### src/rtl/cbank_pkg.sv
package cbank_pkg;
  localparam int LINE_BYTES = 64;
  localparam int WORD_BYTES = 4;
  localparam int SETS       = 64;
  localparam int WAYS       = 8;
  localparam int NPORTS     = 2;

  localparam int NUM_BANKS  = LINE_BYTES / WORD_BYTES;
  localparam int BANK_W     = $clog2(NUM_BANKS);
  localparam int OFF_W      = $clog2(WORD_BYTES);
  localparam int LINE_W     = $clog2(LINE_BYTES);
  localparam int CAP_BYTES  = SETS * WAYS * LINE_BYTES;
  localparam int ADDR_W     = $clog2(CAP_BYTES);
  localparam int ROW_W      = ADDR_W - LINE_W;
  localparam int WIDX_W     = ADDR_W - OFF_W;
  localparam int DATA_W     = 8 * WORD_BYTES;
  localparam int HALF_W     = DATA_W / 2;

  typedef logic [ADDR_W-1:0] addr_t;
  typedef logic [BANK_W-1:0] bank_t;
  typedef logic [ROW_W-1:0]  row_t;
  typedef logic [OFF_W-1:0]  off_t;
  typedef logic [DATA_W-1:0] data_t;

  // Preloaded contents of the array: low half carries the word index,
  // high half its inverse.
  function automatic data_t fill_word(input logic [WIDX_W-1:0] widx);
    logic [HALF_W-1:0] lo;
    lo = HALF_W'(widx);
    return {~lo, lo};
  endfunction

  function automatic bank_t bank_of(input addr_t a);
    return a[LINE_W-1:OFF_W];
  endfunction

  function automatic row_t row_of(input addr_t a);
    return a[ADDR_W-1:LINE_W];
  endfunction
endpackage

### src/rtl/cbank_arb.sv
module cbank_arb
  import cbank_pkg::*;
(
  input  logic              clk,
  input  logic              rst_n,
  input  logic [NPORTS-1:0] req,
  input  bank_t             bank0,
  input  bank_t             bank1,
  output logic [NPORTS-1:0] grant
);
  logic prio_q;   // port that wins the next collision
  logic clash;

  always_comb begin
    clash = req[0] && req[1] && (bank0 == bank1);
    grant = req;
    if (clash) grant = prio_q ? 2'b10 : 2'b01;
  end

  always_ff @(posedge clk or negedge rst_n) begin
    if (!rst_n)     prio_q <= 1'b0;
    else if (clash) prio_q <= ~prio_q;
  end
endmodule

### src/rtl/cbank_slice.sv
module cbank_slice
  import cbank_pkg::*;
#(
  parameter int BANK_ID = 0
) (
  input  logic              clk,
  input  logic              rst_n,
  input  logic [NPORTS-1:0] hit,
  input  row_t              row0,
  input  row_t              row1,
  output data_t             q
);
  localparam bank_t MY_BANK = bank_t'(BANK_ID);
  row_t sel_row;

  assign sel_row = hit[1] ? row1 : row0;

  always_ff @(posedge clk or negedge rst_n) begin
    if (!rst_n)    q <= '0;
    else if (|hit) q <= fill_word({sel_row, MY_BANK});
  end
endmodule

### src/rtl/cbank_rport.sv
module cbank_rport
  import cbank_pkg::*;
(
  input  logic  clk,
  input  logic  rst_n,
  input  logic  grant,
  input  bank_t bank,
  input  off_t  off,
  input  data_t slice_q [NUM_BANKS],
  output logic  rvalid,
  output data_t rdata
);
  bank_t bank_q;
  off_t  off_q;
  data_t word;

  always_ff @(posedge clk or negedge rst_n) begin
    if (!rst_n) begin
      rvalid <= 1'b0;
      bank_q <= '0;
      off_q  <= '0;
    end else begin
      rvalid <= grant;
      if (grant) begin
        bank_q <= bank;
        off_q  <= off;
      end
    end
  end

  assign word  = slice_q[bank_q];
  assign rdata = word >> {off_q, 3'b000};
endmodule

### src/rtl/cbank_stall_ctr.sv
module cbank_stall_ctr #(
  parameter int CNT_W = 16
) (
  input  logic             clk,
  input  logic             rst_n,
  input  logic             lose,
  output logic [CNT_W-1:0] cnt
);
  always_ff @(posedge clk or negedge rst_n) begin
    if (!rst_n)    cnt <= '0;
    else if (lose) cnt <= cnt + 1'b1;
  end
endmodule

### src/rtl/cbank_l1_front.sv
module cbank_l1_front
  import cbank_pkg::*;
#(
  parameter int CNT_W = 16
) (
  input  logic              clk,
  input  logic              rst_n,
  input  logic              p0_valid,
  output logic              p0_ready,
  input  logic [14:0]       p0_addr,
  input  logic              p1_valid,
  output logic              p1_ready,
  input  logic [14:0]       p1_addr,
  output logic              p0_rvalid,
  output logic [31:0]       p0_rdata,
  output logic              p1_rvalid,
  output logic [31:0]       p1_rdata,
  output logic [CNT_W-1:0]  p0_stalls,
  output logic [CNT_W-1:0]  p1_stalls
);
  logic [NPORTS-1:0] req, grant, rv;
  addr_t             addr [NPORTS];
  bank_t             bank [NPORTS];
  data_t             rd   [NPORTS];
  data_t             slice_q [NUM_BANKS];
  logic [CNT_W-1:0]  cnt  [NPORTS];

  assign req     = {p1_valid, p0_valid};
  assign addr[0] = p0_addr;
  assign addr[1] = p1_addr;

  for (genvar p = 0; p < NPORTS; p++) begin : g_dec
    assign bank[p] = bank_of(addr[p]);
  end

  cbank_arb arb_i (
    .clk   (clk),
    .rst_n (rst_n),
    .req   (req),
    .bank0 (bank[0]),
    .bank1 (bank[1]),
    .grant (grant)
  );

  for (genvar b = 0; b < NUM_BANKS; b++) begin : g_bank
    logic [NPORTS-1:0] hit;
    for (genvar p = 0; p < NPORTS; p++) begin : g_hit
      assign hit[p] = grant[p] && (bank[p] == bank_t'(b));
    end
    cbank_slice #(.BANK_ID(b)) slice_i (
      .clk   (clk),
      .rst_n (rst_n),
      .hit   (hit),
      .row0  (row_of(addr[0])),
      .row1  (row_of(addr[1])),
      .q     (slice_q[b])
    );
  end

  for (genvar p = 0; p < NPORTS; p++) begin : g_port
    cbank_rport rport_i (
      .clk     (clk),
      .rst_n   (rst_n),
      .grant   (grant[p]),
      .bank    (bank[p]),
      .off     (addr[p][OFF_W-1:0]),
      .slice_q (slice_q),
      .rvalid  (rv[p]),
      .rdata   (rd[p])
    );
    cbank_stall_ctr #(.CNT_W(CNT_W)) ctr_i (
      .clk   (clk),
      .rst_n (rst_n),
      .lose  (req[p] && !grant[p]),
      .cnt   (cnt[p])
    );
  end

  assign p0_ready  = grant[0];
  assign p1_ready  = grant[1];
  assign p0_rvalid = rv[0];
  assign p1_rvalid = rv[1];
  assign p0_rdata  = rd[0];
  assign p1_rdata  = rd[1];
  assign p0_stalls = cnt[0];
  assign p1_stalls = cnt[1];
endmodule

### config.mk
export PLATFORM = sky130hd
export DESIGN_NAME = cbank_l1_front
export DESIGN_NICKNAME = d
export VERILOG_FILES = /design/src/rtl/cbank_pkg.sv /design/src/rtl/cbank_arb.sv /design/src/rtl/cbank_slice.sv /design/src/rtl/cbank_rport.sv /design/src/rtl/cbank_stall_ctr.sv /design/src/rtl/cbank_l1_front.sv
export SDC_FILE = /design/constraint.sdc
export NUM_CORES = 1
export LEC_CHECK = 0
export BUFFER_PORTS_ARGS = -buffer_cell sky130_fd_sc_hd__buf_2
export CAP_MARGIN = 25
export CORE_MARGIN = 5
export CORE_UTILIZATION = 62
export CTS_BUF_LIST = sky130_fd_sc_hd__clkbuf_16
export CTS_CLUSTER_SIZE = 25
export DETAILED_ROUTE_END_ITERATION = 10
export PLACE_DENSITY = 0.89
export SKIP_CTS_REPAIR_TIMING = 1
export SLEW_MARGIN = 5
export SYNTH_ARGS = -nofsm -noshare
export SYNTH_HDL_FRONTEND = slang
export SYNTH_SLANG_ARGS = --single-unit
### constraint.sdc
create_clock -name clk -period 3.1 [get_ports clk]
set_input_delay 0.31 -clock clk [delete_from_list [all_inputs] [get_ports clk]]
set_output_delay 0.31 -clock clk [all_outputs]
set_load 0.005 [all_outputs]
; ---- Word level (Yosys, flattened, before mapping)
; Index checks and enable logic that the tools add are counted.
[word_totals]
elab_cells = 161
regBits = 479
rom_bits = 0
n_memories = 0
latchBits = 0
ramBits = 0
[op_classes]
n_eq_ne = 31
n_reduce_logical = 56
order_cmp = 2
bitwise_logic = 19
shifts = 2
mux = 24
n_mul = 0
n_div = 0
add_sub_neg = 2
[ops]
columns = operator, count
row1 = $bmux W32 S4, 2
row2 = $not A13 Y16, 16
row3 = $mux W9, 16
row4 = $mux W32, 4
row5 = $eq A4 B4 Y1 const B, 16
row6 = $shr A32 B5 Y32, 2
row7 = $logic_and A1 B1 Y1, 36
row8 = $add A16 B1 Y16 const B, 2
row9 = $eq A4 B3 Y1 const B, 8
row10 = $reduce_or A2 Y1, 16
row11 = $eq A4 B2 Y1 const B, 4
row12 = $ge A5 B5 Y1 const B, 2
row13 = $not A4 Y5, 2
row14 = $eq A4 B1 Y1 const B, 2
row15 = $logic_not A4 Y1, 2
row16 = $eq A4 B4 Y1, 1
row17 = $mux W2, 2
row18 = $logic_not A1 Y1, 2
row19 = $not A1 Y1, 1

; ---- Logic depth before layout (Yosys ltp)
[logic_depth]
depth_word = 6
mapped_depth = 10
ltp_nobuf = 5

; ---- Modules after synthesis
; Synthesis repeated with hierarchy kept, for this count alone.
[unflattened]
cells_unflattened = 2686
area_unflattened_um2 = 27751.6
[by_module_without_submodules]
columns = module, area_each_um2, instances, cells_per_inst, seq_area_each_um2
row1 = cbank_slice, 996.0, 16, 94, 475.5
row2 = cbank_rport, 5024.8, 2, 502, 175.2
row3 = cbank_stall_ctr, 695.7, 2, 56, 400.4
row4 = cbank_l1_front, 267.8, 1, 52, 0.0
row5 = cbank_arb, 107.6, 1, 14, 25.0

; ---- Worst setup path before layout
; OpenSTA, ideal clock, no wires.
[synth_path]
path_kind = reg2out
start = reg g_port[1].rport_i.bank_q[0]
end = out p1_rdata[6]
arrival_time_ns = 2.471
path_slack_ns = 0.319
stages_incl_launch_ff = 6
path_cell_list = dfrtp_1 -> buf_2 -> buf_1 -> mux4_2 -> mux4_2 -> a221o_1
[synth_via]
elab_chain_len = 5
[synth_rtl]
columns = item, line_no
row1 = from (decl), cbank_rport.sv:13  ; bank_t bank_q;
row2 = from (signal assigned), cbank_rport.sv:25  ; bank_q <= bank;
row3 = $not A4 Y5 (not written as such), cbank_rport.sv:31  ; assign word = slice_q[bank_q];
row4 = $bmux W32 S4, cbank_rport.sv:31
row5 = $mux W32 (not written as such) (2 in a row), cbank_rport.sv:31
row6 = $shr A32 B5 Y32, cbank_rport.sv:32  ; assign rdata = word >> {off_q, 3'b000};
row7 = to (decl), cbank_l1_front.sv:17  ; output logic [31:0] p1_rdata,
; No other way between the ends. The select of a mux whose other input is x is not followed.

; ---- Final worst setup path
[layout_path]
start = reg g_port[0].rport_i.bank_q[0]
end = out p0_rdata[1]
[layout_via]
elab_chain_len = 5
[layout_rtl]
columns = item, line_no
row1 = from (decl), cbank_rport.sv:13
row2 = from (signal assigned), cbank_rport.sv:25
row3 = $not A4 Y5 (not written as such), cbank_rport.sv:31
row4 = $bmux W32 S4, cbank_rport.sv:31
row5 = $mux W32 (not written as such) (2 in a row), cbank_rport.sv:31
row6 = $shr A32 B5 Y32, cbank_rport.sv:32
row7 = to (decl), cbank_l1_front.sv:15  ; output logic [31:0] p0_rdata,
; No other way between the ends. The select of a mux whose other input is x is not followed.

==> run metrics <==
total CTS buffers 39; Synth async-reset ratio between 90% and 100%; RSZ-0062 raised after global routing true; placed cell count 2353; first-pass GRT wire length about 120000 um; antenna violations before repair 6; final setup fails 51; total power 17.3 mW; clk_skew 16.7 ps; Leak 10.7 nW; MaxCap Viol Count 0; crit path max-delay cell type mux4_2; failing checks setup timing; CP startpoint kind register; Starting DRT DRC Count 2843; Worst Setup End Kind primary output; Final Cell Area 25400 um2; crit path kind register to primary output; Final min period 3460 ps; worst slew pin tran roughly 1100 ps; synthesis-stage register bit count roughly 350; worst hold-check path type input pin to register; largest net degree at the start of global routing 78; HPWL Detailed 52600 um; # H-tree levels 2; die area about 38000 um2; share of layout cells above drive strength 1 35.0%; DRC Markers 0; Clock Path Buffers 3; Routed Antenna Nets 0; syn avg cell area 11.5 um2; final hold violation count 0; post-synth top area share 42.0%; slew margin rel. 24.2%; CTS tree yes; maximum vdd drop 0.633 mV; EDFF count, synth 0; most common cell in the synthesized netlist dfrtp_1; clock root buffer clkbuf_16; Ports 134; Mapped Area 20900 um2; Post-Route WL 81500 um; Final Max Slew Viols 0; Initial Utilization between 60% and 70%; DIE HEIGHT 194 um; Area Growth Syn to Fin 21.5%; synth unique cells 62; commonest cells in the netlist dfrtp_1, inv_1, mux4_2; Total GRT Usage 40.1%; arrival time worst endpoint 3150 ps; Max Freq 289 MHz; area of the multi-input gates between 10000 and 15000 um2; Critical Path Max Stage Delay between 400 and 500 ps; CP cell instances buf_12 > buf_4 > buf_4 > mux2i_2 > a221oi_1 > a22oi_1 > o21ai_0 > buf_4 > mux4_2 > buf_2; Cell Count, Final, Fillers Out 2491; register area share after synthesis 42.0%; Worst-path clk slew 60 ps; Tcrit/Tclk final 111%; net count of the mapped netlist 1850; required time worst endpoint 2790 ps; Avg WL per Cell 32.7 um; Worst Slack Setup Final -355 ps; worst-skew pair later-pin latency around 550 ps; Synth area leader dfrtp_1; dominant cell type by count on the critical path buf_4; vias in the first global route ~18000; Final nets approximately 2000; core area 33400 um2; IO Port Bufs 133; clk sinks around 350; top cells by area, synth dfrtp_1, mux4_2, o32a_1, o21a_1, mux2i_1; GPL Wtd Cong 0.988; Main synth FF type dfrtp_1; DR pass1 iterations 10; maximum fanout along the worst path 10; register area 8800 um2; Ys Warns 0; Cell Pwr Density 680 nW/um2; status finished, violations left; GRT overflow 0; Hold Slack 5.30 ps; number of fill cells in the layout 1985; Vias 18900; row count 67; vias per cell 7.57; die width 194 um; Post-DP Area 22700 um2; Cells after Synth 1814; worst slack, placed 131 ps
## cells in the final DEF, fill, tap and decap left out, types with 48 or more instances in the layout
| cell type | n |
|---|---|
| buf_2 | 131 |
| buf_4 | 126 |
| clkbuf_16 | 48 |
| dfrtp_1 | 346 |
| inv_1 | 174 |
| mux2i_1 | 71 |
| mux4_2 | 143 |
| nand2_1 | 48 |
| o21a_1 | 139 |
| o21ai_0 | 113 |
| o32a_1 | 135 |
## cells by family after synthesis
group                      synth area share, %
AOI/OAI and AO/OA                         21.9
DFF                                       42.0
buffers and inverters                     6.73
muxes                                     22.2
and+or+nand+nor                           5.68
xor gates and xnor gates                  1.46
adders and majority gates                0.120
## registers in the layout (all words and copies together), names as in the netlist
| register | flops |
|---|---|
| arb_i.prio_q | 1 |
| g_port.rport_i.off_q | 4 |
| g_port.rport_i.bank_q | 8 |
| g_port.ctr_i.cnt | 32 |
| g_port.rport_i.rvalid | 2 |
| g_bank.slice_i.q | 304 |
## through the flow
step                util [%]  TNS [ps]
floorplan                  -         0
global placement        67.8         0
detailed placement      67.8         0
CTS                     71.6    -16320
global route            76.1    -10230
finish                  76.1     -8560
## where the power goes
group | switching (mW) | leakage (nW) | internal [mW] | total (mW)
clock | 1.97 | 0.640 | 2.68 | 4.64
sequential | 0.921 | 4.10 | 5.63 | 6.55
combinational | 3.12 | 5.96 | 3.00 | 6.12
## layer usage
| layer | wire [um] | vias up | global-route usage [%] |
|---|---|---|---|
| met4 | 7430 | 2 | 24.7 |
| met1 | 26400 | 9127 | 50.0 |
| met5 | 13 | - | 0 |
| met3 | 13400 | 563 | 16.5 |
| met2 | 34200 | 1868 | 58.5 |
| li1 | - | 7294 | - |
## path summary, 6_finish.rpt
check / slack [ps] / depth (start not counted) / start / endpoint
setup / recovery: -360 / 10 / g_port[0].rport_i.bank_q[0] / p0_rdata[1]
hold / removal: 5 / 2 / p1_addr[1] / g_port[1].rport_i.off_q[1]
setup reg to reg: 570 / 6 / arb_i.prio_q / g_bank[5].slice_i.q[28]
hold reg to reg: 470 / 1 / g_port[1].ctr_i.cnt[15] / g_port[1].ctr_i.cnt[15]
max in group asynchronous: 1850 / 3 / rst_n / g_port[0].rport_i.bank_q[1]
min in group asynchronous: 330 / 2 / rst_n / g_bank[6].slice_i.q[5]
## critical path, delay by kind of cell, from the launching register on
kind / cells / cell delay [ps]
buffers and inverters: 5 / 900
muxes: 2 / 790
AOI/OAI and AO/OA: 3 / 470
DFF: 1 / 440
## area by class of cell
type / count / area share (%)
diodes: 4 / 0.0393
clock buffers: 40 / 3.93
clock inverters: 31 / 0.988
inverters: 168 / 2.48
multi-input cells: 1121 / 44.6
flip-flops and latches: 351 / 34.6
well taps: 448 / 2.20
repair buffers: 328 / 11.2
Note: power is estimated with default switching activity, not from simulation.
